## src/rtl/mont_pkg.sv

```systemverilog
package mont_pkg;

   // Sequencer phases: idle, one multiplier bit per cycle, final resolve.
   typedef enum logic [1:0] {
      MM_IDLE = 2'd0,
      MM_RUN  = 2'd1,
      MM_FIN  = 2'd2
   } mm_state_e;

   // Extra accumulator bits over the operand width: the value reached
   // inside one iteration stays below 4N, so two bits are enough.
   localparam int unsigned MM_GUARD = 2;

endpackage

```

## src/rtl/mm_csa.sv

```systemverilog
// 3:2 compressor: turns three vectors into a sum vector and a carry vector
// whose total equals the total of the inputs (modulo 2^L).
module mm_csa #(
   parameter int unsigned L = 130
) (
   input  logic [L-1:0] x,
   input  logic [L-1:0] y,
   input  logic [L-1:0] z,
   output logic [L-1:0] sum,
   output logic [L-1:0] carry
);

   logic [L-1:0] maj;

   always_comb begin
      sum   = x ^ y ^ z;
      maj   = (x & y) | (x & z) | (y & z);
      carry = maj << 1;
   end

endmodule

```

## src/rtl/mm_step.sv

```systemverilog
// One Montgomery iteration: add A if the scanned bit is set, add N when
// the partial total is odd, then halve exactly.
module mm_step #(
   parameter int unsigned W       = 128,
   parameter int unsigned L       = 130,
   parameter bit          USE_CSA = 1'b1
) (
   input  logic [L-1:0] s_in,
   input  logic [L-1:0] c_in,
   input  logic [W-1:0] a_op,
   input  logic [W-1:0] n_op,
   input  logic         b_bit,
   output logic [L-1:0] s_out,
   output logic [L-1:0] c_out
);

   localparam int unsigned PAD = L - W;

   logic [L-1:0] a_sel;
   logic [L-1:0] n_sel;
   logic         odd;

   // Selection of the multiplicand term.
   assign a_sel = b_bit ? {{PAD{1'b0}}, a_op} : '0;

   generate
      if (USE_CSA) begin : g_csa
         logic [L-1:0] s1, c1, s2, c2;

         mm_csa #(.L(L)) u_add_a (
            .x(s_in), .y(c_in), .z(a_sel), .sum(s1), .carry(c1)
         );

         assign odd   = s1[0] ^ c1[0];
         // Two-way choice between zero and the modulus.
         assign n_sel = odd ? {{PAD{1'b0}}, n_op} : '0;

         mm_csa #(.L(L)) u_add_n (
            .x(s1), .y(c1), .z(n_sel), .sum(s2), .carry(c2)
         );

         // Both vectors are even after the second add, so halving each
         // halves their total with no loss.
         assign s_out = s2 >> 1;
         assign c_out = c2 >> 1;
      end else begin : g_cpa
         logic [L-1:0] t1, t2;

         assign t1    = s_in + c_in + a_sel;
         assign odd   = t1[0];
         assign n_sel = odd ? {{PAD{1'b0}}, n_op} : '0;
         assign t2    = t1 + n_sel;
         assign s_out = t2 >> 1;
         assign c_out = '0;
      end
   endgenerate

endmodule

```

## src/rtl/mm_reduce.sv

```systemverilog
// Merges the redundant accumulator and subtracts N once if needed.
module mm_reduce #(
   parameter int unsigned W = 128,
   parameter int unsigned L = 130
) (
   input  logic [L-1:0] s_in,
   input  logic [L-1:0] c_in,
   input  logic [W-1:0] n_op,
   output logic [W-1:0] r_out
);

   localparam int unsigned PAD = L - W;

   logic [L-1:0] total;
   logic [W-1:0] diff;
   logic         ge_n;

   always_comb begin
      total = s_in + c_in;
      ge_n  = total >= {{PAD{1'b0}}, n_op};
      // The total is below 2N, so the low W bits carry the difference.
      diff  = total[W-1:0] - n_op;
      r_out = ge_n ? diff : total[W-1:0];
   end

endmodule

```

## src/rtl/mm_ctrl.sv

```systemverilog
// Sequencer: accepts a start when idle, counts W iterations, then one
// resolve cycle.
module mm_ctrl
   import mont_pkg::*;
#(
   parameter int unsigned W = 128
) (
   input  logic clk,
   input  logic rst_n,
   input  logic start,
   output logic accept,
   output logic step_en,
   output logic fin,
   output logic ready
);

   localparam int unsigned CW   = (W > 2) ? $clog2(W) : 1;
   localparam logic [CW-1:0] LAST = CW'(W - 1);

   mm_state_e    state;
   logic [CW-1:0] cnt;

   assign ready   = (state == MM_IDLE);
   assign accept  = ready && start;
   assign step_en = (state == MM_RUN);
   assign fin     = (state == MM_FIN);

   always_ff @(posedge clk or negedge rst_n) begin
      if (!rst_n) begin
         state <= MM_IDLE;
         cnt   <= '0;
      end else begin
         unique case (state)
            MM_IDLE: begin
               if (start) begin
                  state <= MM_RUN;
                  cnt   <= '0;
               end
            end
            MM_RUN: begin
               if (cnt == LAST) begin
                  state <= MM_FIN;
               end else begin
                  cnt <= cnt + 1'b1;
               end
            end
            MM_FIN:  state <= MM_IDLE;
            default: state <= MM_IDLE;
         endcase
      end
   end

endmodule

```

## src/rtl/mont_mul_serial.sv

```systemverilog
module mont_mul_serial
   import mont_pkg::*;
#(
   parameter int unsigned W       = 128,
   parameter bit          USE_CSA = 1'b1
) (
   input  logic         clk,
   input  logic         rst_n,
   input  logic         start,
   input  logic [W-1:0] a_in,
   input  logic [W-1:0] b_in,
   input  logic [W-1:0] n_in,
   output logic         ready,
   output logic [W-1:0] m_out,
   output logic         m_valid
);

   localparam int unsigned L = W + MM_GUARD;

   generate
      if (W < 2) begin : g_bad_width
         $error("mont_mul_serial: W must be at least 2");
      end
   endgenerate

   logic         accept, step_en, fin;
   logic [W-1:0] a_q, b_q, n_q;
   logic [L-1:0] s_q, c_q;
   logic [L-1:0] s_nx, c_nx;
   logic [W-1:0] red;
   logic [W-1:0] m_q;
   logic         v_q;

   mm_ctrl #(.W(W)) u_ctrl (
      .clk     (clk),
      .rst_n   (rst_n),
      .start   (start),
      .accept  (accept),
      .step_en (step_en),
      .fin     (fin),
      .ready   (ready)
   );

   mm_step #(.W(W), .L(L), .USE_CSA(USE_CSA)) u_step (
      .s_in  (s_q),
      .c_in  (c_q),
      .a_op  (a_q),
      .n_op  (n_q),
      .b_bit (b_q[0]),
      .s_out (s_nx),
      .c_out (c_nx)
   );

   mm_reduce #(.W(W), .L(L)) u_reduce (
      .s_in  (s_q),
      .c_in  (c_q),
      .n_op  (n_q),
      .r_out (red)
   );

   // Operand capture and the multiplier shift register.
   always_ff @(posedge clk or negedge rst_n) begin
      if (!rst_n) begin
         a_q <= '0;
         b_q <= '0;
         n_q <= '0;
      end else if (accept) begin
         a_q <= a_in;
         b_q <= b_in;
         n_q <= n_in;
      end else if (step_en) begin
         b_q <= b_q >> 1;
      end
   end

   // Accumulator pair.
   always_ff @(posedge clk or negedge rst_n) begin
      if (!rst_n) begin
         s_q <= '0;
         c_q <= '0;
      end else if (accept) begin
         s_q <= '0;
         c_q <= '0;
      end else if (step_en) begin
         s_q <= s_nx;
         c_q <= c_nx;
      end
   end

   // Result register and its marker.
   always_ff @(posedge clk or negedge rst_n) begin
      if (!rst_n) begin
         m_q <= '0;
         v_q <= 1'b0;
      end else begin
         v_q <= fin;
         if (fin) begin
            m_q <= red;
         end
      end
   end

   assign m_out   = m_q;
   assign m_valid = v_q;

endmodule

```

## config.mk

```make
export PLATFORM = sky130hd
export DESIGN_NAME = mont_mul_serial
export DESIGN_NICKNAME = d
export VERILOG_FILES = /design/src/rtl/mont_pkg.sv /design/src/rtl/mm_csa.sv /design/src/rtl/mm_step.sv /design/src/rtl/mm_reduce.sv /design/src/rtl/mm_ctrl.sv /design/src/rtl/mont_mul_serial.sv
export SDC_FILE = /design/constraint.sdc
export NUM_CORES = 2
export LEC_CHECK = 0
export ABC_AREA = 1
export BUFFER_PORTS_ARGS = -buffer_cell sky130_fd_sc_hd__clkbuf_2
export CAP_MARGIN = 20
export CORE_MARGIN = 3
export CORE_UTILIZATION = 56
export CTS_BUF_LIST = sky130_fd_sc_hd__clkbuf_2
export DETAILED_ROUTE_END_ITERATION = 16
export GPL_TIMING_DRIVEN = 0
export PLACE_DENSITY = 0.8
export SLEW_MARGIN = 25
export SYNTH_ARGS = -nofsm -noshare
export SYNTH_HDL_FRONTEND = slang
export SYNTH_SLANG_ARGS = --single-unit
```

## constraint.sdc

```tcl
create_clock -name clk -period 7.24 [get_ports clk]
set_clock_uncertainty 0.05 [all_clocks]
set_input_delay 0 -clock clk [delete_from_list [all_inputs] [get_ports clk]]
set_output_delay 0 -clock clk [all_outputs]
set_load 0.005 [all_outputs]
```

==> metrics.txt, run 1 <==
# TYPE chip_impl_metric gauge
chip_impl_metric{name="avgSynthCellArea",unit="um2"} 6.62
chip_impl_metric{name="track_usage",unit=""} 1.10
chip_impl_metric{name="grt_first_pass_wirelength",unit="mm"} 921
chip_impl_metric{name="post-place-cells",unit=""} 11800
chip_impl_metric{name="effective_utilization_at_floorplan",unit=""} 0.565
chip_impl_metric{name="yosysWarningCount",unit=""} 0
chip_impl_metric{name="io_buffers",unit=""} 516
chip_impl_metric{name="die_height",unit="um"} 346
chip_impl_metric{name="yosysSeqAreaShare",unit=""} 0.302
chip_impl_metric{name="place.gp.congestion",unit=""} 1.14
chip_impl_metric{name="synth_fp_nets",unit=""} 10700
chip_impl_metric{name="post_synthesis_cell_count",unit=""} 9783
chip_impl_metric{name="number_of_buffers_added_by_the_clock_tree_synthesis_step",unit=""} 199
chip_impl_metric{name="number_of_enable_type_register_cells_in_the_synthesized_netlist",unit=""} 0
chip_impl_metric{name="yosys_register_bits",unit=""} 780
chip_impl_metric{name="grt_max_degree",unit=""} 90
chip_impl_info{name="failing_step",value="5_1_grt"} 1
chip_impl_metric{name="number_of_distinct_library_cells_after_synthesis",unit=""} 42
chip_impl_metric{name="first_global_vias",unit=""} 108000
chip_impl_metric{name="chipWidth",unit="um"} 346
chip_impl_metric{name="post_detailed_placement_half_perimeter_wirelength",unit="mm"} 259
chip_impl_metric{name="clock_sink_count",unit=""} 780
chip_impl_metric{name="cts_buffer_depth",unit=""} 3
chip_impl_info{name="clk_root_buffer_cell",value="clkbuf_2"} 1
chip_impl_metric{name="io_pins",unit=""} 517
chip_impl_info{name="status",value="did not finish"} 1
chip_impl_metric{name="ys_async_sr_fraction",unit=""} 1.00
chip_impl_info{name="stop_error",value="[ERROR GRT-0116] Global routing finished with congestion. Check the congestion regions in the DRC Viewer."} 1
chip_impl_metric{name="grt_overflow_total",unit=""} 22200
chip_impl_metric{name="dpl-instance-area",unit="mm2"} 0.0697
chip_impl_metric{name="std_cell_rows",unit=""} 124
chip_impl_metric{name="total_number_of_h_tree_levels",unit=""} 4
chip_impl_metric{name="netlist_area",unit="mm2"} 0.0647
chip_impl_info{name="synthFlopType",value="dfrtp_1"} 1
## repair_timing
action,in CTS
setup buffers,0
hold buffers,1545
gates resized for setup,0
hold endpoints to repair,1317
## synthesized netlist by cell type, drive strengths merged, types with 54 or more instances
library cell | number | area share
inv | 1758 | 0.10
fa | 257 | 0.079
a21oi | 414 | 0.033
o221ai | 125 | 0.017
clkbuf | 219 | 0.013
nand2 | 3743 | 0.22
dfrtp | 780 | 0.30
o21bai | 54 | 0.0063
o21ai | 352 | 0.027
nand3 | 710 | 0.057
xnor2 | 83 | 0.011
ha | 259 | 0.050
xor2 | 63 | 0.0085
nor2 | 681 | 0.041
buf | 62 | 0.0083
nor3 | 58 | 0.0046
## cell families after synthesis
logic type | share of synthesized area
xor+xnor | 0.0198
buf+inv | 0.123
flops | 0.302
fa+ha+maj | 0.130
simple gates | 0.339
compound gates | 0.0871
## stage by stage
stage / util / setup slack, ns
4_1_cts: 0.760 / 0.238
3_3_place_gp: 0.604 / -11.99
2_1_floorplan: - / 3.12
3_5_place_dp: 0.608 / 0.367
## metal layers
layer,GRT usage,GRT overflow
met2,1.23,7712
met1,1.18,8822
met4,0.929,2038
met3,0.945,3263
met5,0.787,366
==> run 2: changes to the inputs <==
--- a/config.mk
+++ b/config.mk
@@ -9,11 +9,10 @@
 export BUFFER_PORTS_ARGS = -buffer_cell sky130_fd_sc_hd__clkbuf_2
 export CAP_MARGIN = 20
 export CORE_MARGIN = 3
-export CORE_UTILIZATION = 56
-export CTS_BUF_LIST = sky130_fd_sc_hd__clkbuf_2
+export CORE_UTILIZATION = 40
 export DETAILED_ROUTE_END_ITERATION = 16
 export GPL_TIMING_DRIVEN = 0
-export PLACE_DENSITY = 0.8
+export PLACE_DENSITY_LB_ADDON = 0.15
 export SLEW_MARGIN = 25
 export SYNTH_ARGS = -nofsm -noshare
 export SYNTH_HDL_FRONTEND = slang
==> metrics.txt, run 2 <==
# TYPE chip_impl_metric gauge
chip_impl_info{name="status",value="finished with violations"} 1
chip_impl_info{name="violations_in_the_final_reports",value="setup timing"} 1
chip_impl_metric{name="share_of_the_clock_period_used_by_the_worst_path_after_layout",unit=""} 1.01
chip_impl_metric{name="avgSynthCellArea",unit="um2"} 6.62
chip_impl_metric{name="place.gp.congestion",unit=""} 1.09
chip_impl_metric{name="final-hold-violation-count",unit=""} 0
chip_impl_metric{name="timing_max_transition_violations_final",unit=""} 0
chip_impl_info{name="final_common_cell",value="nand2_1"} 1
chip_impl_metric{name="yosysSeqAreaShare",unit=""} 0.302
chip_impl_info{name="setup_repair_after_global_routing_missed_its_margin",value="false"} 1
chip_impl_metric{name="chipWidth",unit="um"} 408
chip_impl_metric{name="ant_nets",unit=""} 0
chip_impl_info{name="crit_slowest_cell",value="xor2_1"} 1
chip_impl_metric{name="first_pass_iters",unit=""} 8
chip_impl_info{name="start_kind",value="flop"} 1
chip_impl_metric{name="drv_cap",unit=""} 0
chip_impl_info{name="synth.top_cells.by_count",value="3609 x nand2_1, 1739 x inv_1, 780 x dfrtp_1, 685 x nand3_1, 646 x nor2_1"} 1
chip_impl_metric{name="final_util",unit=""} 0.509
chip_impl_metric{name="setup_viol",unit=""} 8
chip_impl_metric{name="post-place-cells",unit=""} 12500
chip_impl_metric{name="grt_overflow_total",unit=""} 0
chip_impl_metric{name="critPathRequiredTime",unit="ns"} 7.78
chip_impl_metric{name="area.growth.synth_to_final",unit="%"} 25.4
chip_impl_metric{name="number_of_enable_type_register_cells_in_the_synthesized_netlist",unit=""} 0
chip_impl_metric{name="grt_first_pass_wirelength",unit="mm"} 472
chip_impl_metric{name="core_area",unit="mm2"} 0.159
chip_impl_metric{name="number_of_buffers_added_by_the_clock_tree_synthesis_step",unit=""} 90
chip_impl_info{name="synth.most_common_cell",value="nand2_1"} 1
chip_impl_info{name="reg_top3",value="c_q: 129 flops, s_q: 129 flops"} 1
chip_impl_info{name="hold_path_startpoint",value="n_in[32]"} 1
chip_impl_metric{name="post_detailed_placement_half_perimeter_wirelength",unit="mm"} 279
chip_impl_metric{name="cp_slowest_stage_delay",unit="ns"} 0.68
chip_impl_metric{name="worst_setup_hold_path_clk_slew",unit="ns"} 0.06
chip_impl_metric{name="post_dr_vias_cell",unit=""} 5.24
chip_impl_metric{name="clk_latency",unit="ns"} 0.76
chip_impl_metric{name="wire_per_inst",unit="um"} 24.8
chip_impl_metric{name="yosysTopAreaCellShare",unit=""} 0.302
chip_impl_metric{name="yosysWarningCount",unit=""} 0
chip_impl_metric{name="post_layout_nonfiller_instances",unit=""} 13400
chip_impl_metric{name="total_number_of_h_tree_levels",unit=""} 3
chip_impl_info{name="worst_hold_path_type",value="input pin to flop"} 1
chip_impl_metric{name="cts_buffer_depth",unit=""} 3
chip_impl_metric{name="slew_headroom",unit=""} 0.243
chip_impl_metric{name="worst_slack",unit="ns"} -0.0435
chip_impl_metric{name="track_usage",unit=""} 0.391
chip_impl_metric{name="clock_sink_count",unit=""} 780
chip_impl_metric{name="io_buffers",unit=""} 516
chip_impl_metric{name="crit_path_max_fanout",unit=""} 10
chip_impl_info{name="critPathCaptureType",value="flop"} 1
chip_impl_metric{name="post-route-min-period",unit="ns"} 7.28
chip_impl_metric{name="die_area",unit="mm2"} 0.167
chip_impl_metric{name="remaining_drc_errors",unit=""} 0
chip_impl_metric{name="io_pins",unit=""} 517
chip_impl_metric{name="post_synthesis_cell_count",unit=""} 9783
chip_impl_metric{name="number_of_antenna_violations_at_the_first_check_in_global_routing",unit=""} 19
chip_impl_info{name="yosys.area.top_type",value="dfrtp_1"} 1
chip_impl_metric{name="grt_max_degree",unit=""} 87
chip_impl_metric{name="finalInstanceArea",unit="mm2"} 0.0811
chip_impl_metric{name="dpl-instance-area",unit="mm2"} 0.0706
chip_impl_info{name="crit_top_cell",value="nand2_1"} 1
chip_impl_info{name="tritoncts",value="built"} 1
chip_impl_info{name="layout.cells.most_common_list",value="3609 x nand2_1, 1739 x inv_1, 780 x dfrtp_1"} 1
chip_impl_metric{name="worst_pin_slew",unit="ns"} 1.14
chip_impl_metric{name="layout_cells_sized_above_1",unit=""} 0.0884
chip_impl_metric{name="max_freq",unit="GHz"} 0.137
chip_impl_metric{name="pre_cts_ws",unit="ns"} -0.183
chip_impl_metric{name="post_cts.repair.setup_buffers",unit=""} 0
chip_impl_metric{name="num_vias",unit=""} 70200
chip_impl_metric{name="netlist_area",unit="mm2"} 0.0647
chip_impl_info{name="critical_path_class",value="flop to flop"} 1
chip_impl_metric{name="first_global_vias",unit=""} 69000
chip_impl_info{name="clk_root_buffer_cell",value="clkbuf_16"} 1
chip_impl_metric{name="effective_utilization_at_floorplan",unit=""} 0.406
chip_impl_info{name="synthFlopType",value="dfrtp_1"} 1
chip_impl_metric{name="synth_fp_nets",unit=""} 10700
chip_impl_metric{name="nNetsFinal",unit=""} 12100
chip_impl_metric{name="ys_async_sr_fraction",unit=""} 1.00
chip_impl_metric{name="drt_iter0_markers",unit=""} 6810
chip_impl_metric{name="route.final.wire_length",unit="mm"} 332
chip_impl_metric{name="worst-endpoint-arrival",unit="ns"} 7.83
chip_impl_metric{name="std_cell_rows",unit=""} 146
chip_impl_info{name="netlist_top_cells_area",value="dfrtp_1 30%, nand2_1 21%, inv_1 10%, fa_1 7.9%, nand3_1 5.3%"} 1
chip_impl_metric{name="yosys_register_bits",unit=""} 780
chip_impl_metric{name="die_height",unit="um"} 408
chip_impl_info{name="regToRegStartpoint",value="s_q[27]"} 1
chip_impl_metric{name="number_of_distinct_library_cells_after_synthesis",unit=""} 42
chip_impl_info{name="setup.worst_path.start",value="s_q[27]"} 1
## run 2: worst max-delay path, delay by kind of cell (launching register included)
family | cells | cell delay (ns)
buffers and inverters | 5 | 0.85
flip-flops | 1 | 0.45
XOR/XNOR | 1 | 0.68
AND/OR/NAND/NOR | 18 | 3.42
adder cells (fa/ha/maj) | 2 | 0.61
AO/OA/AOI/OAI | 3 | 1.02
## run 2: worst paths after layout
| kind | to | slack [ns] | cells after the start |
|---|---|---|---|
| max in group asynchronous | a_q[112] | 4.51 | 9 |
| min in group asynchronous | c_q[8] | 0.26 | 4 |
| worst min-delay path | n_q[32] | 0.03 | 4 |
| worst max-delay path | m_out[67] | -0.04 | 29 |
| worst min register to register | m_out[22] | 0.43 | 2 |
| worst max register to register | m_out[67] | -0.04 | 29 |
## run 2: stage by stage
step           setup TNS (ns)  hold slack (ns)
5_1_grt                     0           0.0518
6_report               -0.143           0.0261
3_3_place_gp                -            0.145
4_1_cts                     0          0.00283
2_1_floorplan               0           -0.346
3_5_place_dp            -4.41           -0.138
## run 2: kinds of logic after synthesis
group                    count (synthesis)  synth area share
AO/OA/AOI/OAI                          979            0.0871
XOR/XNOR                               146            0.0198
adder cells (fa/ha/maj)                516             0.130
buffers and inverters                 2039             0.123
flip-flops                             780             0.302
AND/OR/NAND/NOR                       5323             0.339
## run 2: timing repair
action,4_1_cts,5_1_grt
resized for setup,4,11
setup endpoints to repair,60,104
endpoints found under the hold margin,766,1
hold buffers,753,1
gates cloned,0,0
## run 2: final cells by class
| class | instances | area (um2) |
|---|---|---|
| inverter | 1758 | 6600 |
| tap | 2146 | 2690 |
| clock inverter | 27 | 303 |
| buffer | 281 | 1390 |
| clock buffer | 139 | 2640 |
| fill | 16200 | 78300 |
| sequential | 780 | 19500 |
| timing repair buffer | 1290 | 10700 |
| multi-input combinational | 6964 | 37300 |
| antenna | 15 | 37.5 |
## run 2: per-layer routing
| metal | up-vias | wire, um | track usage |
|---|---|---|---|
| met5 | - | 0 | 0 |
| met4 | 0 | 27300 | 0.266 |
| met3 | 673 | 22400 | 0.0539 |
| met2 | 2903 | 145000 | 0.610 |
| met1 | 33700 | 137000 | 0.505 |
| li1 | 32900 | - | - |
Power of run 2 is not shown: default switching activity piles up to over one toggle a cycle in this logic, so the estimate is an artifact.
